**config.mk**
```make
export PLATFORM = sky130hd
export DESIGN_NAME = prbs_pattern_seq
export DESIGN_NICKNAME = d
export VERILOG_FILES = /design/src/rtl/pseq_pkg.sv /design/src/rtl/pseq_lfsr.sv /design/src/rtl/pseq_user_mem.sv /design/src/rtl/pseq_ctrl.sv /design/src/rtl/pseq_fmt.sv /design/src/rtl/prbs_pattern_seq.sv
export SDC_FILE = /design/constraint.sdc
export NUM_CORES = 1
export LEC_CHECK = 0
export BUFFER_PORTS_ARGS = -buffer_cell sky130_fd_sc_hd__buf_4
export CAP_MARGIN = 10
export CORE_UTILIZATION = 34
export DETAILED_ROUTE_END_ITERATION = 10
export MAX_ROUTING_LAYER = met4
export PLACE_DENSITY = 0.49
export SKIP_LAST_GASP = 1
export SLEW_MARGIN = 20
export SYNTH_ARGS = -nofsm -noshare
export SYNTH_HDL_FRONTEND = slang
export SYNTH_HIERARCHICAL = 1
export SYNTH_SLANG_ARGS = --single-unit
export TNS_END_PERCENT = 30
```
**constraint.sdc**
```tcl
create_clock -name clk -period 6.34 [get_ports clk]
set_clock_uncertainty 0.2 [all_clocks]
set_input_delay 0.951 -clock clk [delete_from_list [all_inputs] [get_ports clk]]
set_output_delay 0.951 -clock clk [all_outputs]
set_load 0.005 [all_outputs]
```
**src/rtl/pseq_pkg.sv**
```systemverilog
`timescale 1ns/1ps
// Package: shared widths, line-code codes and the per-order feedback table.
// Assumes orders never exceed 31.
package pseq_pkg;

    localparam int SR_W  = 31;   // widest shift register
    localparam int IDX_W = 31;   // bit index width, covers 2^31-2

    localparam logic [1:0] FMT_NRZ = 2'd0;
    localparam logic [1:0] FMT_RZ  = 2'd1;
    localparam logic [1:0] FMT_R1  = 2'd2;

    // Map a requested order onto a supported one (unsupported -> 7).
    function automatic logic [4:0] legal_order(input logic [4:0] n);
        case (n)
            5'd5, 5'd6, 5'd7, 5'd8, 5'd9, 5'd10, 5'd11, 5'd12,
            5'd13, 5'd14, 5'd15, 5'd23, 5'd31: legal_order = n;
            default:                           legal_order = 5'd7;
        endcase
    endfunction

    // Feedback tap mask: exponent e selects state bit e-1.
    function automatic logic [SR_W-1:0] tap_mask(input logic [4:0] n);
        case (n)
            5'd5:    tap_mask = 31'h0000_0014;
            5'd6:    tap_mask = 31'h0000_0030;
            5'd8:    tap_mask = 31'h0000_00B8;
            5'd9:    tap_mask = 31'h0000_0110;
            5'd10:   tap_mask = 31'h0000_0240;
            5'd11:   tap_mask = 31'h0000_0500;
            5'd12:   tap_mask = 31'h0000_0E08;
            5'd13:   tap_mask = 31'h0000_1C80;
            5'd14:   tap_mask = 31'h0000_3802;
            5'd15:   tap_mask = 31'h0000_6000;
            5'd23:   tap_mask = 31'h0042_0000;
            5'd31:   tap_mask = 31'h4800_0000;
            default: tap_mask = 31'h0000_0060;
        endcase
    endfunction

    // Ones in the low n bits.
    function automatic logic [SR_W-1:0] width_mask(input logic [4:0] n);
        logic [31:0] w;
        w = (32'd1 << n) - 32'd1;
        width_mask = w[SR_W-1:0];
    endfunction

    // Line level for a bit in a given half.
    function automatic logic line_level(input logic [1:0] fmt, input logic b,
                                        input logic second_half);
        case (fmt)
            FMT_RZ:  line_level = second_half ? 1'b0 : b;
            FMT_R1:  line_level = second_half ? 1'b1 : b;
            default: line_level = b;
        endcase
    endfunction

endpackage

```
**src/rtl/pseq_lfsr.sv**
```systemverilog
`timescale 1ns/1ps
// Module: pseq_lfsr
// One shift register shared by all orders. Load fills the low bits with
// ones for the new order; step shifts toward the MSB with the XOR of the
// selected taps entering bit 0. Assumes load_order and run_order are legal.
module pseq_lfsr
    import pseq_pkg::*;
(
    input  logic       clk,
    input  logic       rst_n,
    input  logic       load,
    input  logic       step,
    input  logic [4:0] load_order,
    input  logic [4:0] run_order,
    output logic       bit_o
);
    logic [SR_W-1:0] state;
    logic [SR_W-1:0] run_mask;
    logic            fb;

    // Purpose: feedback and the active-width mask for the running order.
    always_comb begin
        run_mask = width_mask(run_order);
        fb       = ^(state & tap_mask(run_order));
    end

    // Purpose: seed on load, advance on step.
    always_ff @(posedge clk) begin
        if (!rst_n) begin
            state <= '1;
        end else if (load) begin
            state <= width_mask(load_order);
        end else if (step) begin
            state <= {state[SR_W-2:0], fb} & run_mask;
        end
    end

    assign bit_o = state[run_order - 5'd1];

    // the active bits never reach the all-zero lock-up state.
    p_state_nonzero_r2: assert property (@(posedge clk) disable iff (!rst_n)
        (state & run_mask) != '0);

endmodule

```
**src/rtl/pseq_user_mem.sv**
```systemverilog
`timescale 1ns/1ps
// Module: pseq_user_mem
// Byte-wide store for the user pattern, written one byte per clock and
// read one bit at a time, LSB first inside each byte. Assumes DEPTH >= 2.
module pseq_user_mem #(
    parameter int DEPTH = 32,
    localparam int ADDR_W = $clog2(DEPTH)
) (
    input  logic              clk,
    input  logic              wr_en,
    input  logic [ADDR_W-1:0] wr_addr,
    input  logic [7:0]        wr_data,
    input  logic [ADDR_W+2:0] rd_bit,
    output logic              bit_o
);
    logic [7:0] mem [DEPTH];

    // Purpose: byte write port.
    always_ff @(posedge clk) begin
        if (wr_en) begin
            mem[wr_addr] <= wr_data;
        end
    end

    assign bit_o = mem[rd_bit[ADDR_W+2:3]][rd_bit[2:0]];

endmodule

```
**src/rtl/pseq_ctrl.sv**
```systemverilog
`timescale 1ns/1ps
// Module: pseq_ctrl
// Run/idle control, half-bit phase and bit index. Captures source, order
// and length when a repetition begins, restarts on a source or order
// change, and decides the end of a repetition. Assumes the length in
// bytes never exceeds DEPTH.
module pseq_ctrl
    import pseq_pkg::*;
#(
    parameter int DEPTH = 32,
    localparam int LEN_W = $clog2(DEPTH) + 1
) (
    input  logic             clk,
    input  logic             rst_n,
    input  logic             tick,
    input  logic             start,
    input  logic             cont,
    input  logic             cfg_src,
    input  logic [4:0]       cfg_order,
    input  logic [LEN_W-1:0] cfg_len,
    output logic             running,
    output logic             phase,
    output logic             at_first,
    output logic [IDX_W-1:0] idx,
    output logic             src_q,
    output logic [4:0]       order_q,
    output logic [4:0]       order_l,
    output logic             seed_load,
    output logic             sr_step
);
    logic [IDX_W-1:0] len_q;
    logic [IDX_W-1:0] len_new;
    logic [LEN_W-1:0] eff_bytes;
    logic             restart;
    logic             launch;
    logic             half_adv;
    logic             at_end;

    // Purpose: effective order, effective byte count and the length to capture.
    always_comb begin
        order_l = legal_order(cfg_order);
        if (cfg_len == '0) begin
            eff_bytes = LEN_W'(1);
        end else if (cfg_len > LEN_W'(DEPTH)) begin
            eff_bytes = LEN_W'(DEPTH);
        end else begin
            eff_bytes = cfg_len;
        end
        if (cfg_src) begin
            len_new = IDX_W'({eff_bytes, 3'b000});
        end else begin
            len_new = width_mask(order_l);
        end
    end

    // Purpose: event decode for launch, restart and bit advance.
    always_comb begin
        restart   = running && ((cfg_src != src_q) || (order_l != order_q));
        launch    = !running && (start || cont);
        half_adv  = running && tick && !restart;
        at_end    = (idx == len_q - IDX_W'(1));
        seed_load = restart || launch || (half_adv && phase && at_end);
        sr_step   = half_adv && phase && !at_end;
        at_first  = (idx == '0);
    end

    // Purpose: run flag, phase, index and captured configuration.
    always_ff @(posedge clk) begin
        if (!rst_n) begin
            running <= 1'b0;
            phase   <= 1'b0;
            idx     <= '0;
            len_q   <= IDX_W'(1);
            src_q   <= 1'b0;
            order_q <= 5'd7;
        end else if (restart || launch) begin
            running <= 1'b1;
            phase   <= 1'b0;
            idx     <= '0;
            len_q   <= len_new;
            src_q   <= cfg_src;
            order_q <= order_l;
        end else if (half_adv) begin
            if (!phase) begin
                phase <= 1'b1;
            end else begin
                phase <= 1'b0;
                if (at_end) begin
                    idx   <= '0;
                    len_q <= len_new;
                    if (!cont) begin
                        running <= 1'b0;
                    end
                end else begin
                    idx <= idx + IDX_W'(1);
                end
            end
        end
    end

    // the index stays inside the captured length while running.
    p_idx_bound_r11: assert property (@(posedge clk) disable iff (!rst_n)
        running |-> (idx < len_q));

    // the last half of a single-shot repetition ends the run.
    p_single_stop_r7: assert property (@(posedge clk) disable iff (!rst_n)
        (half_adv && phase && at_end && !cont) |=> !running);

endmodule

```
**src/rtl/pseq_fmt.sv**
```systemverilog
`timescale 1ns/1ps
// Module: pseq_fmt
// Output stage: on each tick registers the line level for the current bit
// and half, plus the marker, or the rest level when idle.
module pseq_fmt
    import pseq_pkg::*;
(
    input  logic       clk,
    input  logic       rst_n,
    input  logic       tick,
    input  logic       running,
    input  logic       phase,
    input  logic       at_first,
    input  logic       bit_i,
    input  logic [1:0] fmt,
    output logic       dout,
    output logic       marker
);
    // Purpose: tick-aligned output register.
    always_ff @(posedge clk) begin
        if (!rst_n) begin
            dout   <= 1'b0;
            marker <= 1'b0;
        end else if (tick) begin
            if (running) begin
                dout   <= line_level(fmt, bit_i, phase);
                marker <= at_first;
            end else begin
                dout   <= (fmt == FMT_R1);
                marker <= 1'b0;
            end
        end
    end

    // outputs hold between ticks.
    p_hold_between_ticks_r5: assert property (@(posedge clk) disable iff (!rst_n)
        !tick |=> ($stable(dout) && $stable(marker)));

    // no marker from an idle tick.
    p_idle_no_marker_r6: assert property (@(posedge clk) disable iff (!rst_n)
        (!running && tick) |=> !marker);

    // idle ticks drive the rest level of the selected line code.
    p_idle_rest_r10: assert property (@(posedge clk) disable iff (!rst_n)
        (!running && tick) |=> (dout == $past(fmt == FMT_R1)));

endmodule

```
**src/rtl/prbs_pattern_seq.sv**
```systemverilog
`timescale 1ns/1ps
// Module: prbs_pattern_seq (top)
// Serial pattern sequencer: pseudo-random or stored user bits, formatted
// as NRZ/RZ/R1 on a double-rate enable, with a pattern-start marker.
// Assumes MEM_BYTES >= 2 and that the store is not written while a user
// pattern plays.
module prbs_pattern_seq
    import pseq_pkg::*;
#(
    parameter int MEM_BYTES = 32,
    localparam int ADDR_W = $clog2(MEM_BYTES),
    localparam int LEN_W  = ADDR_W + 1
) (
    input  logic              clk,
    input  logic              rst_n,
    input  logic              tick_2x,
    input  logic              start,
    input  logic              cont,
    input  logic              cfg_src,
    input  logic [4:0]        cfg_order,
    input  logic [1:0]        cfg_fmt,
    input  logic [LEN_W-1:0]  cfg_len,
    input  logic              wr_en,
    input  logic [ADDR_W-1:0] wr_addr,
    input  logic [7:0]        wr_data,
    output logic              dout,
    output logic              marker
);
    logic             running;
    logic             phase;
    logic             at_first;
    logic [IDX_W-1:0] idx;
    logic             src_q;
    logic [4:0]       order_q;
    logic [4:0]       order_l;
    logic             seed_load;
    logic             sr_step;
    logic             sr_bit;
    logic             mem_bit;
    logic             cur_bit;

    pseq_ctrl #(.DEPTH(MEM_BYTES)) u_ctrl (
        .clk       (clk),
        .rst_n     (rst_n),
        .tick      (tick_2x),
        .start     (start),
        .cont      (cont),
        .cfg_src   (cfg_src),
        .cfg_order (cfg_order),
        .cfg_len   (cfg_len),
        .running   (running),
        .phase     (phase),
        .at_first  (at_first),
        .idx       (idx),
        .src_q     (src_q),
        .order_q   (order_q),
        .order_l   (order_l),
        .seed_load (seed_load),
        .sr_step   (sr_step)
    );

    pseq_lfsr u_lfsr (
        .clk        (clk),
        .rst_n      (rst_n),
        .load       (seed_load),
        .step       (sr_step),
        .load_order (order_l),
        .run_order  (order_q),
        .bit_o      (sr_bit)
    );

    pseq_user_mem #(.DEPTH(MEM_BYTES)) u_mem (
        .clk     (clk),
        .wr_en   (wr_en),
        .wr_addr (wr_addr),
        .wr_data (wr_data),
        .rd_bit  (idx[ADDR_W+2:0]),
        .bit_o   (mem_bit)
    );

    assign cur_bit = src_q ? mem_bit : sr_bit;

    pseq_fmt u_fmt (
        .clk      (clk),
        .rst_n    (rst_n),
        .tick     (tick_2x),
        .running  (running),
        .phase    (phase),
        .at_first (at_first),
        .bit_i    (cur_bit),
        .fmt      (cfg_fmt),
        .dout     (dout),
        .marker   (marker)
    );

endmodule

```
* After elaboration in Yosys (flattened, before gate mapping)
Memory sizes are Yosys's and may differ from the RTL's. A register that Yosys moved wholly into a read port is not among the register bits.
Index checks and enable logic that the tools add are counted.
** Storage, ports and cells
- Register bits :: 103
- RAM bits :: 256
- ROM bits :: 576
- Input port bits :: 33
- Memories :: 2
** Memories
- (name not given) :: depth 32, width 18, rd ports 1, clocked after memory_dff 1, wr ports 0, line pseq_pkg.sv:24 : case (n)
- u_mem.mem :: depth 32, width 8, rd ports 1, clocked after memory_dff 1, wr ports 1, line pseq_user_mem.sv:16 : logic [7:0] mem [DEPTH];
** Operators by class
- Add/subtract/negate cells :: 5
- Magnitude comparators :: 3
- Equal/unequal tests :: 19
- Shift operators :: 2
- Muxes and demuxes :: 33
- Bitwise gates (word level) :: 3
- Reduce and logical (&&, ||, !) cells :: 26
** Operators by type and width (count)
- 31-bit two-way mux :: 8
- 31-bit by 1-bit subtractor with 31-bit output (second input constant) :: 3
- 31-bit AND :: 2
- 1-bit by 5-bit << shifter with 31-bit output (first input constant) :: 2
- 5-bit by 4-bit equality test with 1-bit output (second input constant) :: 8
- 31-bit by 1-bit adder with 31-bit output (second input constant) :: 1
- 31-bit equality test :: 1
- 31-bit zero test :: 1
- 31-bit parity :: 1
- 5-bit two-way mux :: 5
- 5-bit by 3-bit equality test with 1-bit output (second input constant) :: 3
- 1-bit two-way mux :: 15
- 13-bit OR reduction :: 1
- 6-bit two-way mux :: 2
- 5-bit equality test (second input constant) :: 2
- 2-bit nonzero test :: 4
- 1-bit logical AND :: 7
- 6-bit greater-than comparator (second input constant) :: 1
- 6-bit zero test :: 1
- 5-bit by 6-bit less-than comparator with 1-bit output (second input constant) :: 1
- 1-bit binary-select mux with 5-bit select :: 1
- 5-bit inequality test :: 1
- 5-bit by 1-bit subtractor with 5-bit output (second input constant) :: 1
- 1-bit logical OR :: 4
- other kinds (13) :: 15

* Depth between registers and ports, before layout
Gate-level depths: netlist (run 1).
- Depth in word-level cells :: 12
- Depth in mapped cells :: 18

* Hierarchy
The synthesis (run 1) kept the hierarchy.
** Modules (own cells, without submodules)
- pseq_user_mem :: instances 1, cells each 500, area an instance 10118.5 µm², seq. area each 7687.4 µm²
- pseq_ctrl :: instances 1, cells each 591, area an instance 4480.5 µm², seq. area each 1401.3 µm²
- pseq_lfsr :: instances 1, cells each 514, area an instance 3587.2 µm², seq. area each 620.6 µm²
- pseq_fmt :: instances 1, cells each 16, area an instance 143.9 µm², seq. area each 40.0 µm²
- prbs_pattern_seq :: instances 1, cells each 1, area an instance 15.0 µm², seq. area each 0.0 µm²

* Least setup slack after synthesis (run 1)
OpenSTA, ideal clock, no wires.
- Path kind :: input-to-reg
- Start point :: input port cfg_order[1]
- End point :: register u_lfsr.state[2]
- Arrival time :: 4519 ps
- Required time :: 6011 ps
- Slack :: 1492 ps
- Stages :: 16
- Path buffers :: 5
- Cell sequence :: clkbuf_1 > nand3_1 > a21boi_0 > xor2_1 > nor4bb_1 > nand2_1 > nor4_4 > a21oi_2 > buf_2 > inv_1 > clkbuf_1 > clkbuf_1 > clkbuf_1 > nand2_1 > o21ai_0 > nand2_1
** On the way
- Cells in the longest elaborated chain, start to end :: 12
** Ends and longest elaborated chain
- from (decl) :: line prbs_pattern_seq.sv:20 : input logic [4:0] cfg_order,
- 5-bit by 3-bit equality test with 1-bit output (tied with other cells) :: line pseq_pkg.sv:15 : case (n)
- 13-bit OR reduction * :: line pseq_pkg.sv:15
- 5-bit two-way mux * :: line pseq_pkg.sv:15
- via order_l[3] :: line prbs_pattern_seq.sv:35 : logic [4:0] order_l;
- 5-bit inequality test * :: line pseq_ctrl.sv:58 : restart = running && ((cfg_src != src_q) || (order_l != order_q));
- 1-bit logical OR * :: line pseq_ctrl.sv:58
- 1-bit logical AND * :: line pseq_ctrl.sv:58
- 1-bit zero test :: line pseq_ctrl.sv:60 : half_adv = running && tick && !restart;
- 1-bit logical AND :: line pseq_ctrl.sv:60
- 1-bit logical AND (2 in series) :: line pseq_ctrl.sv:62 : seed_load = restart || launch || (half_adv && phase && at_end);
- 1-bit logical OR * :: line pseq_ctrl.sv:62
- via seed_load :: line prbs_pattern_seq.sv:36 : logic seed_load;
- 31-bit two-way mux / 2-bit nonzero test (equally long branches)
- to (signal assigned) :: line pseq_lfsr.sv:32 : state <= width_mask(load_order);
- to (signal assigned) :: line pseq_lfsr.sv:34 : state <= {state[SR_W-2:0], fb} & run_mask;
- to (decl) :: line pseq_lfsr.sv:17 : logic [SR_W-1:0] state;
Mark *: on every way through the listed nets, which the timed path passes. The rest lies on a longest branch.
A chain may end at the register's enable or synchronous reset.

* Worst setup path after layout (run 1)
- Start point :: register u_ctrl.len_q[0]
- End point :: register u_lfsr.state[15]
** On the way
- Cells in the longest elaborated chain, start to end :: 5
** Ends and longest elaborated chain
- from (decl) :: line pseq_ctrl.sv:31 : logic [IDX_W-1:0] len_q;
- from (signal assigned) :: line pseq_ctrl.sv:80 : len_q <= len_new;
- from (signal assigned) :: line pseq_ctrl.sv:90 : len_q <= len_new;
- 31-bit by 1-bit subtractor with 31-bit output :: line pseq_ctrl.sv:61 : at_end = (idx == len_q - IDX_W'(1));
- 31-bit equality test :: line pseq_ctrl.sv:61
- 1-bit zero test :: line pseq_ctrl.sv:63 : sr_step = half_adv && phase && !at_end;
- 1-bit logical AND :: line pseq_ctrl.sv:63
- via sr_step :: line prbs_pattern_seq.sv:37 : logic sr_step;
- 2-bit nonzero test (no source line)
The timed path passes the listed nets, and every way through them passes these cells.

==> results of run 1 <==
## cells in the final DEF, fill, tap and decap left out, types with 16 or more instances in the layout
master and count:
edfxtp_1 256, dfxtp_1 101, nand2_1 141, nand3_1 52, o22ai_1 46, nor2b_1 20
inv_1 48, xnor2_1 66, nor2_1 161, nor3_1 35, xor2_1 36, nand4_1 30
o211ai_1 16, buf_4 54, mux2i_1 72, nor4_1 24, clkbuf_16 42, a21oi_1 48
and3_1 17, o21ai_0 52, mux4_2 49
## power groups by stage
stage | Combinational (mW) | Clock [mW] | Sequential [mW]
CTS | 0.559 | 2.43 | 2.60
global placement | 0.556 | 0 | 2.65
floorplan | 0.391 | 0 | 2.64
global route | 0.612 | 2.52 | 2.61
finish | 0.561 | 2.37 | 2.60
detailed placement | 0.556 | 0 | 2.65
## stage by stage
step / utilization [%] / area, sq um / hold WS [ps]
final: 38.5 / 20400 / 283
after global routing: 38.5 / 20400 / 301
after CTS: 38.5 / 20400 / 291
after detailed placement: 36.0 / 19100 / 281
after global placement: 36.0 / 19100 / 272
after floorplan: - / 18300 / 256
## sequential cells by signal, summed over array words and instances, names as in the netlist
signal / cells
u_ctrl/src_q: 1
u_fmt/marker: 1
u_ctrl/phase: 1
u_lfsr/state: 31
u_fmt/dout: 1
u_ctrl/running: 1
u_ctrl/len_q: 31
u_ctrl/idx: 31
u_ctrl/order_q: 5
u_mem/mem: 256
## cells by family after synthesis
logic type                 Yosys count  share of synthesized area [%]
and+or+nand+nor                    576                           15.7
adders and majority gates           13                          0.887
buffers and inverters              151                           4.02
xor gates and xnor gates           103                           4.99
DFF                                359                           53.1
muxes                              128                           10.4
AOI/OAI and AO/OA                  291                           10.9
other                                1                         0.0204
## layout make-up
type                       instances  area, sq um
fill                            5157        32600
sequential                       359         9760
multi-input combinational       1113         7870
clock buffer                      56         1130
tap                              688          861
timing repair buffer              54          405
clock inverter                    17          205
inverter                          49          184
## worst paths after layout
path,start,to,depth (start not counted)
setup reg to reg,u_ctrl/len_q[0]$_SDFFE_PN1P_,u_lfsr/state[15]$_SDFFE_PN1P_,15
hold / removal,u_fmt/marker$_SDFFE_PN0P_,u_fmt/marker$_SDFFE_PN0P_,2
setup / recovery,u_ctrl/len_q[0]$_SDFFE_PN1P_,u_lfsr/state[15]$_SDFFE_PN1P_,15
hold reg to reg,u_fmt/marker$_SDFFE_PN0P_,u_fmt/marker$_SDFFE_PN0P_,2
## critical path, stage by stage, from the launching register on
cell and delay (ps):
dfxtp_1 350, inv_1 90, ha_1 280, nor4b_1 690, nand4_1 300, o31ai_1 300
a21oi_1 90, o211ai_1 490, or2_2 230, nor2_1 50, nor2_1 100, buf_4 210
inv_1 220, nor2_1 840, o2111ai_1 260, nand4_1 160
## layer usage
layer / wire length [microns] / part of all wire (%) / track usage [%] / up-vias
met2: 22600 / 46 / 28.4 / 369
li1: - / - / - / 6107
met3: 2710 / 5.5 / 2.53 / 71
met5: 0 / 0 / - / -
met1: 23200 / 47 / 26.1 / 6454
met4: 1090 / 2.2 / 5.22 / 0
==> summary.txt, run 1 <==
Status
  – Status: complete, no violations

Routing
  – DR iter-0 viols: between 900 and 1k
  – Final wirelength: 49600 microns
  – Post-route DRC: 0
  – Final antenna-violating net count: 0
  – Via count: 13.0k
  – First-pass iteration count of the detailed router: 7
  – Via density: about 5.6
  – Wire per inst: between 20 and 25 microns

Pwr
  – Total power: between 5 and 6 mW
  – Combinational share of power: between 10% and 20%
  – P_leak: 6.54 nW
  – Sw Pwr: roughly 1.4 mW
  – Pwr per Cell Area: 271 nW/um^2
  – Peak supply drop: 0.241 mV
  – Cell internal pwr: 4.19 mW
  – Clk pwr share: 42.9%
  – Sw frac: 24.4%
  – Reg power frac: 47.0%

Global route
  – Gr ovfl total: 0
  – GRT Total Usage: 18.7%
  – First-pass GRT wire length: about 76000 microns
  – Initial antenna violation count: 0
  – Vias in the first global route: about 12k
  – Largest net degree at the start of global routing: 66

Layout
  – Ratio of cells with drive above 1 in the final layout: 11.7%
  – Non-Filler Instances: between 2k and 2.5k
  – Layout Area Growth over Synthesis: 11.3%
  – Ant diodes: 0
  – Number of nets in the layout: 1664

Yosys
  – Leading area contributor after synthesis: edfxtp_1
  – Seq cells post-synth: 359
  – Synth cell types: 95
  – Gate Count Post-Synth: around 1.6k
  – Ys flop type: edfxtp_1
  – Most frequent cells after synthesis: edfxtp_1, nor2_1, nand2_1
  – Sequential share of the synthesized area: 53.1%
  – Synth async-reset ratio: 0%
  – Avg Inst Size Synth: 11.3 sq um
  – Post-synth EDFFs: 256
  – Most frequent cell after synthesis: edfxtp_1
  – Synthesized area: 18300 sq um
  – Synth Warn #: 6
  – Ranking of synthesized cells by area: edfxtp_1, dfxtp_1, mux4_2
  – Top cell type's share of synthesized area: 41.9%

Setup path
  – Req. time, crit path: approximately 6600 ps
  – CP startpoint kind: flop
  – CP endpoint kind: flop
  – Crit Path Category: flop to flop
  – R2r setup slk: 1380 ps
  – Data arrival, critical path: ~5200 ps
  – Worst Path Max Fanout: 16

Placed design
  – Port bufs: 34
  – Dpl hpwl: 32500 microns
  – Post-Place Cells: 2263
  – Pre-CTS WS: 1320 ps
  – GP Congestion: roughly 0.90

STA
  – Worst-case headroom to the max-slew limit: 30.7%
  – Final clock period utilization by the worst path: 78.2%
  – Achievable Freq: approximately 200 MHz
  – Max Slew Vio Count: 0
  – Final min period: a little under 5000 ps
  – Worst slew pin tran: 1030 ps
  – RSZ-0062 raised after global routing: false
  – Final worst slack: between 1000 and 1500 ps
  – Final TNS setup: 0 ps
  – Final setup vio count: 0
  – Final Hold Fails: 0

CTS
  – Clock Path Buffers: 3
  – Clock sinks: 359
  – CTS Root Cell: clkbuf_16
  – Number of gates resized after CTS: 0
  – Htree depth: 2
  – Hold-fix buffers at CTS: 0
  – CTS tree: built
  – Clock slew at reported path FFs: 50 ps
  – Clk_lat worst skew: 560 ps
  – CTS Buf Count: 41
  – Post-CTS Setup Bufs: 0

Floorplanning
  – Core area: 53000 sq um
  – I/O pins: 35
  – Die Span Y: 234 microns
  – Die W: ~230 microns
  – Initial core utilization: 34.6%
  – Die area: around 55000 sq um
  – Placement Rows: 84

Worst hold path
  – Hold Crit Class: flop to flop

Run
  – Max Cap Viol: 0
Power figures use the tool's default switching activity.
==> run 2: changes to the inputs <==
clock period = 4.9 ns   (was 6.34 ns; I/O delays follow)
==> summary.txt, run 2 (synthesis results as in run 1) <==
Global route
  – Vias in the first global route: 12.6k (+3.6%)
  – First-pass GRT wire length: 77500 microns (+2.2%)
  – Largest net degree at the start of global routing: 66 (unchanged)
  – Gr ovfl total: 0 (unchanged)
  – GRT Total Usage: 19.1% (+0.32 points)
  – Initial antenna violation count: 0 (unchanged)

CTS
  – Clock slew at reported path FFs: 60 ps (about the same)
  – Hold-fix buffers at CTS: 0 (unchanged)
  – Clock sinks: 359 (unchanged)
  – Post-CTS Setup Bufs: 0 (unchanged)
  – CTS Root Cell: clkbuf_16
  – Number of gates resized after CTS: 0 (unchanged)
  – Clk_lat worst skew: 570 ps (about the same)
  – CTS Buf Count: 42 (+2.4%)
  – CTS tree: built
  – Clock Path Buffers: 3 (unchanged)
  – Htree depth: 2 (unchanged)

Pwr
  – Pwr per Cell Area: 345 nW/um^2 (+27%)
  – Peak supply drop: 0.269 mV (+11%)
  – P_leak: 6.62 nW (+1.2%)

STA
  – Final Hold Fails: 0 (unchanged)
  – Achievable Freq: 228 MHz (+13%)
  – RSZ-0062 raised after global routing: false
  – Final setup vio count: 0 (unchanged)
  – Worst slew pin tran: 1010 ps (-25.0 ps)
  – Final worst slack: 516 ps (-869 ps)
  – Final TNS setup: 0 ps (unchanged)
  – Worst-case headroom to the max-slew limit: 32.6% (+1.8 points)
  – Final clock period utilization by the worst path: 89.5% (+11 points)
  – Max Slew Vio Count: 0 (unchanged)
  – Final min period: 4380 ps (-571 ps)

Worst hold path
  – Hold Crit Class: primary input to flop
  – Hold Startpoint: cont

Floorplanning
  – Die Span Y: 234 microns (unchanged)
  – Placement Rows: 84 (unchanged)
  – Die W: 234 microns (unchanged)
  – I/O pins: 35 (unchanged)
  – Core area: 53000 sq um (unchanged)
  – Die area: 54900 sq um (unchanged)
  – Initial core utilization: 34.6% (unchanged)

Layout
  – Non-Filler Instances: 2359 (+0.98%)
  – Number of nets in the layout: 1685 (+1.3%)
  – Most common cell after layout, fill and taps aside: edfxtp_1
  – Ratio of cells with drive above 1 in the final layout: 12.8% (+1.1 points)
  – Layout Area Growth over Synthesis: 12.0%
  – Max reg flops: 256 (unchanged)
  – Largest Register: u_mem/mem
  – Design Area, Final: 20500 sq um (+0.67%)
  – Ant diodes: 0 (unchanged)
  – Leading cell types in the layout, fill and taps excluded: edfxtp_1, nor2_1, nand2_1, dfxtp_1, buf_4

Routing
  – Via count: 13.0k (+0.038%)
  – Wire per inst: 21.2 microns (about the same)
  – Final antenna-violating net count: 0 (unchanged)
  – Post-route DRC: 0 (unchanged)
  – DR iter-0 viols: 1217 (+29%)
  – Final wirelength: 50100 microns (+1.0%)
  – Via density: 5.51 (-0.94%)
  – First-pass iteration count of the detailed router: 7 (unchanged)

Placed design
  – Port bufs: 34 (unchanged)
  – Pre-CTS WS: 426 ps (-896 ps)
  – Cell Area, Placed: 19200 sq um (+0.79%)
  – GP Congestion: 0.875 (-3.0%)
  – Post-Place Cells: 2283 (+0.88%)
  – Dpl hpwl: 33300 microns (+2.6%)

Setup path
  – R2r startpoint: u_ctrl/len_q[13]$_SDFFE_PN0P_
  – Req. time, crit path: 5160 ps (-1460 ps)
  – Data arrival, critical path: 4640 ps (-600 ps)
  – CP startpoint kind: flop
  – Worst Setup SP: u_ctrl/len_q[13]$_SDFFE_PN0P_
  – Crit Path Category: flop to flop
  – Worst Path Max Fanout: 24 (+8)
  – CP endpoint kind: flop

Status
  – Status: complete, no violations

Run
  – Max Cap Viol: 0 (unchanged)
run 2: metal layers:
metal  vias to the layer above  share of wire, %  track usage, %
li1                       6129                 -               -
met3                        60               4.4            2.40
met1                      6503                47            26.2
met5                         -                 0               -
met4                         0               1.8            4.71
met2                       314                47            29.7
run 2: worst max-delay path, cell delays in order (launching register included):
cell	delay, ps
dfxtp_1	350
or4_1	680
or3_1	490
or4_1	540
a21oi_1	150
o211ai_1	210
nor4_4	370
a21oi_2	110
inv_1	140
buf_4	290
nor2_1	180
nor2b_1	220
o21ai_0	120
a31oi_1	150
nor2_1	60
run 2: final timing paths:
path | end | slack, ps | cells after the start
worst min register to register | u_fmt/marker$_SDFFE_PN0P_ | 290 | 2
worst min-delay path | u_ctrl/running$_SDFFE_PN0P_ | 210 | 2
worst max-delay path | u_lfsr/state[21]$_SDFFE_PN1P_ | 520 | 14
worst max register to register | u_lfsr/state[21]$_SDFFE_PN1P_ | 520 | 14
run 2: stage by stage:
| stage | power, mW | utilization (%) | hold WS [ps] |
|---|---|---|---|
| 2_1_floorplan | 3.92 | - | 256 |
| 3_3_place_gp | 4.17 | 36.3 | 276 |
| 3_5_place_dp | 4.17 | 36.3 | 282 |
| 4_1_cts | 7.16 | 38.8 | 167 |
| 5_1_grt | 7.36 | 38.8 | 191 |
| 6_report | 7.09 | 38.8 | 205 |
run 2: layout make-up:
type / instances / area [sq um]
Fill cell: 5160 / 32400
Sequential cell: 359 / 9760
Multi-Input combinational cell: 1113 / 7870
Clock buffer: 57 / 1160
Tap cell: 688 / 861
Timing Repair Buffer: 74 / 556
Inverter: 49 / 184
Clock inverter: 19 / 165
run 2: power by group:
part | total (mW) | internal [mW] | switching (mW)
sequential | 3.37 | 3.31 | 0.0554
clock | 2.98 | 1.72 | 1.25
combinational | 0.748 | 0.280 | 0.468
==> run 3: changes to the inputs <==
PLACE_DENSITY = not set   (was 0.49)
PLACE_DENSITY_LB_ADDON = 0.05   (was not set)
==> summary.txt, run 3 (synthesis results as in run 1) <==
Status
  – Status: complete, no violations

Run
  – Max Cap Viol: 0 (unchanged)

Routing
  – Top routing layer in use: met4
  – DR iter-0 viols: 1059 (-13%)
  – Via density: 5.51 (-0.13%)
  – First-pass iteration count of the detailed router: 5 (-2)
  – Wire per inst: 22.2 microns (+4.4%)
  – Via count: 13.0k (+0.077%)
  – Post-route DRC: 0 (unchanged)
  – Final wirelength: 52400 microns (+4.6%)
  – WL met2: 23800 microns (+1.7%)
  – Met3 wire length: 2350 microns (+7.5%)
  – Final antenna-violating net count: 0 (unchanged)
  – Post-Route M1 WL: 25000 microns (+5.7%)

Layout
  – Most common cell after layout, fill and taps aside: edfxtp_1
  – Ratio of cells with drive above 1 in the final layout: 13.3% (+0.45 points)
  – Fillers: 5199 (+0.76%)
  – Layout Area Growth over Synthesis: 12.2%
  – Leading cell types in the layout, fill and taps excluded: edfxtp_1, nor2_1, nand2_1, dfxtp_1, buf_4
  – Number of nets in the layout: 1694 (+0.53%)
  – Largest Register: u_mem/mem
  – Max reg flops: 256 (unchanged)

STA
  – Worst slew pin tran: 1030 ps (+18.7 ps)
  – Final clock period utilization by the worst path: 91.3% (+1.8 points)
  – Final worst slack: 428 ps (-88.1 ps)
  – Final setup vio count: 0 (unchanged)
  – RSZ-0062 raised after global routing: false
  – Final TNS setup: 0 ps (unchanged)
  – Final min period: 4470 ps (+88.1 ps)
  – Worst-case headroom to the max-slew limit: 31.2% (-1.4 points)
  – Max Slew Vio Count: 0 (unchanged)
  – Achievable Freq: 224 MHz (-2.0%)
  – Final Hold Fails: 0 (unchanged)

Floorplanning
  – Die W: 234 microns (unchanged)
  – Placement Rows: 84 (unchanged)
  – Die Span Y: 234 microns (unchanged)
  – Core area: 53000 sq um (unchanged)
  – I/O pins: 35 (unchanged)
  – Initial core utilization: 34.6% (unchanged)
  – Die area: 54900 sq um (unchanged)

Global route
  – Initial antenna violation count: 1 (+1)
  – Largest net degree at the start of global routing: 66 (unchanged)
  – Vias in the first global route: 12.8k (+1.5%)
  – GRT Total Usage: 20.0% (+0.98 points)
  – Gr ovfl total: 0 (unchanged)
  – First-pass GRT wire length: 80500 microns (+3.8%)

Setup path
  – R2r setup slk: 430 ps (-90 ps)
  – CP Buf/Inv Count: 2 (unchanged)
  – Req. time, crit path: 5100 ps (-60 ps)
  – CP endpoint kind: flop
  – Slowest stage delay, CP: 690 ps (about the same)
  – Crit Path Category: flop to flop
  – CP delay by family, top: simple AND/OR/NAND/NOR gates
  – Data arrival, critical path: 4670 ps (+30 ps)
  – R2r startpoint: u_ctrl/len_q[13]$_SDFFE_PN0P_
  – Crit-path cells: or4_1 > or3_1 > o41ai_1 > a21oi_1 > o31ai_1 > or3_1 > nor2_1 > nor2_1 > buf_4 > clkinvlp_4 > nand2_1 > o21ai_0 > a31oi_1 > o21ai_0
  – Slowest CP cell: or4_1
  – RR Endpoint: u_lfsr/state[17]$_SDFFE_PN1P_
  – R2R cell count: 14 (unchanged)
  – Worst Path Max Fanout: 16 (-33%)
  – CP startpoint kind: flop

Worst hold path
  – Hold-critical path depth: 2 (unchanged)
  – Hold Crit Class: primary input to flop
  – Hold Startpoint: cont
  – WHS Endpoint: u_ctrl/running$_SDFFE_PN0P_

CTS
  – Post-CTS Setup Bufs: 0 (unchanged)
  – Clock Path Buffers: 3 (unchanged)
  – Htree depth: 2 (unchanged)
  – Hold-fix buffers at CTS: 0 (unchanged)
  – CTS Buf Count: 42 (unchanged)
  – Clock sinks: 359 (unchanged)
  – CTS Root Cell: clkbuf_16
  – CTS tree: built
  – Clk_lat worst skew: 580 ps (about the same)
  – Clock slew at reported path FFs: 60 ps (about the same)

Pwr
  – P_leak: 6.65 nW (+0.47%)
  – Pwr per Cell Area: 344 nW/um^2 (-0.36%)
  – Total power: 7.08 mW (-0.16%)
  – Peak supply drop: 0.274 mV (+1.8%)

Placed design
  – Pre-CTS WS: 434 ps (+8.12 ps)
  – GP Congestion: 0.877 (+0.23%)
  – Dpl hpwl: 35800 microns (+7.4%)
  – Port bufs: 34 (unchanged)
-- run 3: metal layers --
metal / up-vias / track usage (%)
met3: 76 / 2.77
met5: - / -
met1: 6457 / 27.7
li1: 6145 / -
met4: 0 / 5.88
met2: 338 / 30.5
-- run 3: worst max path at each step --
| stage | from | to | slack [ps] | cells past startpoint |
|---|---|---|---|---|
| after floorplan | cfg_order[1] | u_lfsr/state[2]$_SDFFE_PN1P_ | 270 | 16 |
| after global placement | u_ctrl/len_q[0]$_SDFFE_PN1P_ | u_lfsr/state[30]$_SDFFE_PN1P_ | 470 | 15 |
| after detailed placement | u_ctrl/len_q[0]$_SDFFE_PN1P_ | u_lfsr/state[16]$_SDFFE_PN1P_ | 430 | 15 |
| after CTS | u_ctrl/len_q[0]$_SDFFE_PN1P_ | u_lfsr/state[30]$_SDFFE_PN1P_ | 370 | 15 |
| after global routing | u_ctrl/len_q[13]$_SDFFE_PN0P_ | u_lfsr/state[17]$_SDFFE_PN1P_ | 100 | 14 |
| final | u_ctrl/len_q[13]$_SDFFE_PN0P_ | u_lfsr/state[17]$_SDFFE_PN1P_ | 430 | 14 |
-- run 3: cell type report --
cell class / instances / area [sq um] / area share (%)
Antenna cell: 1 / 2.50 / 0.0122
Clock buffer: 58 / 1170 / 5.70
Clock inverter: 13 / 101 / 0.492
Inverter: 49 / 188 / 0.912
Multi-Input combinational cell: 1113 / 7870 / 38.2
Sequential cell: 359 / 9760 / 47.4
Tap cell: 688 / 861 / 4.18
Timing Repair Buffer: 83 / 636 / 3.09
-- run 3: report_power, final --
| group | internal (mW) | switching (mW) |
|---|---|---|
| Combinational | 0.284 | 0.470 |
| Sequential | 3.31 | 0.0597 |
| Clock | 1.68 | 1.28 |
-- run 3: through the flow --
stage                     hold WS [ps]  cells  cell area, sq um  util [%]
after floorplan                    256   1623             18300         -
after global placement             269   2292             19300      36.4
after detailed placement           278   2292             19300      36.4
after CTS                          144   2363             20600      38.8
after global routing               168   2364             20600      38.9
final                              185   2364             20600      38.9
-- run 3: what timing repair did --
action	CTS	global route
hold endpoints to repair	0	0
setup endpoints to repair	0	2
resized for setup	0	2
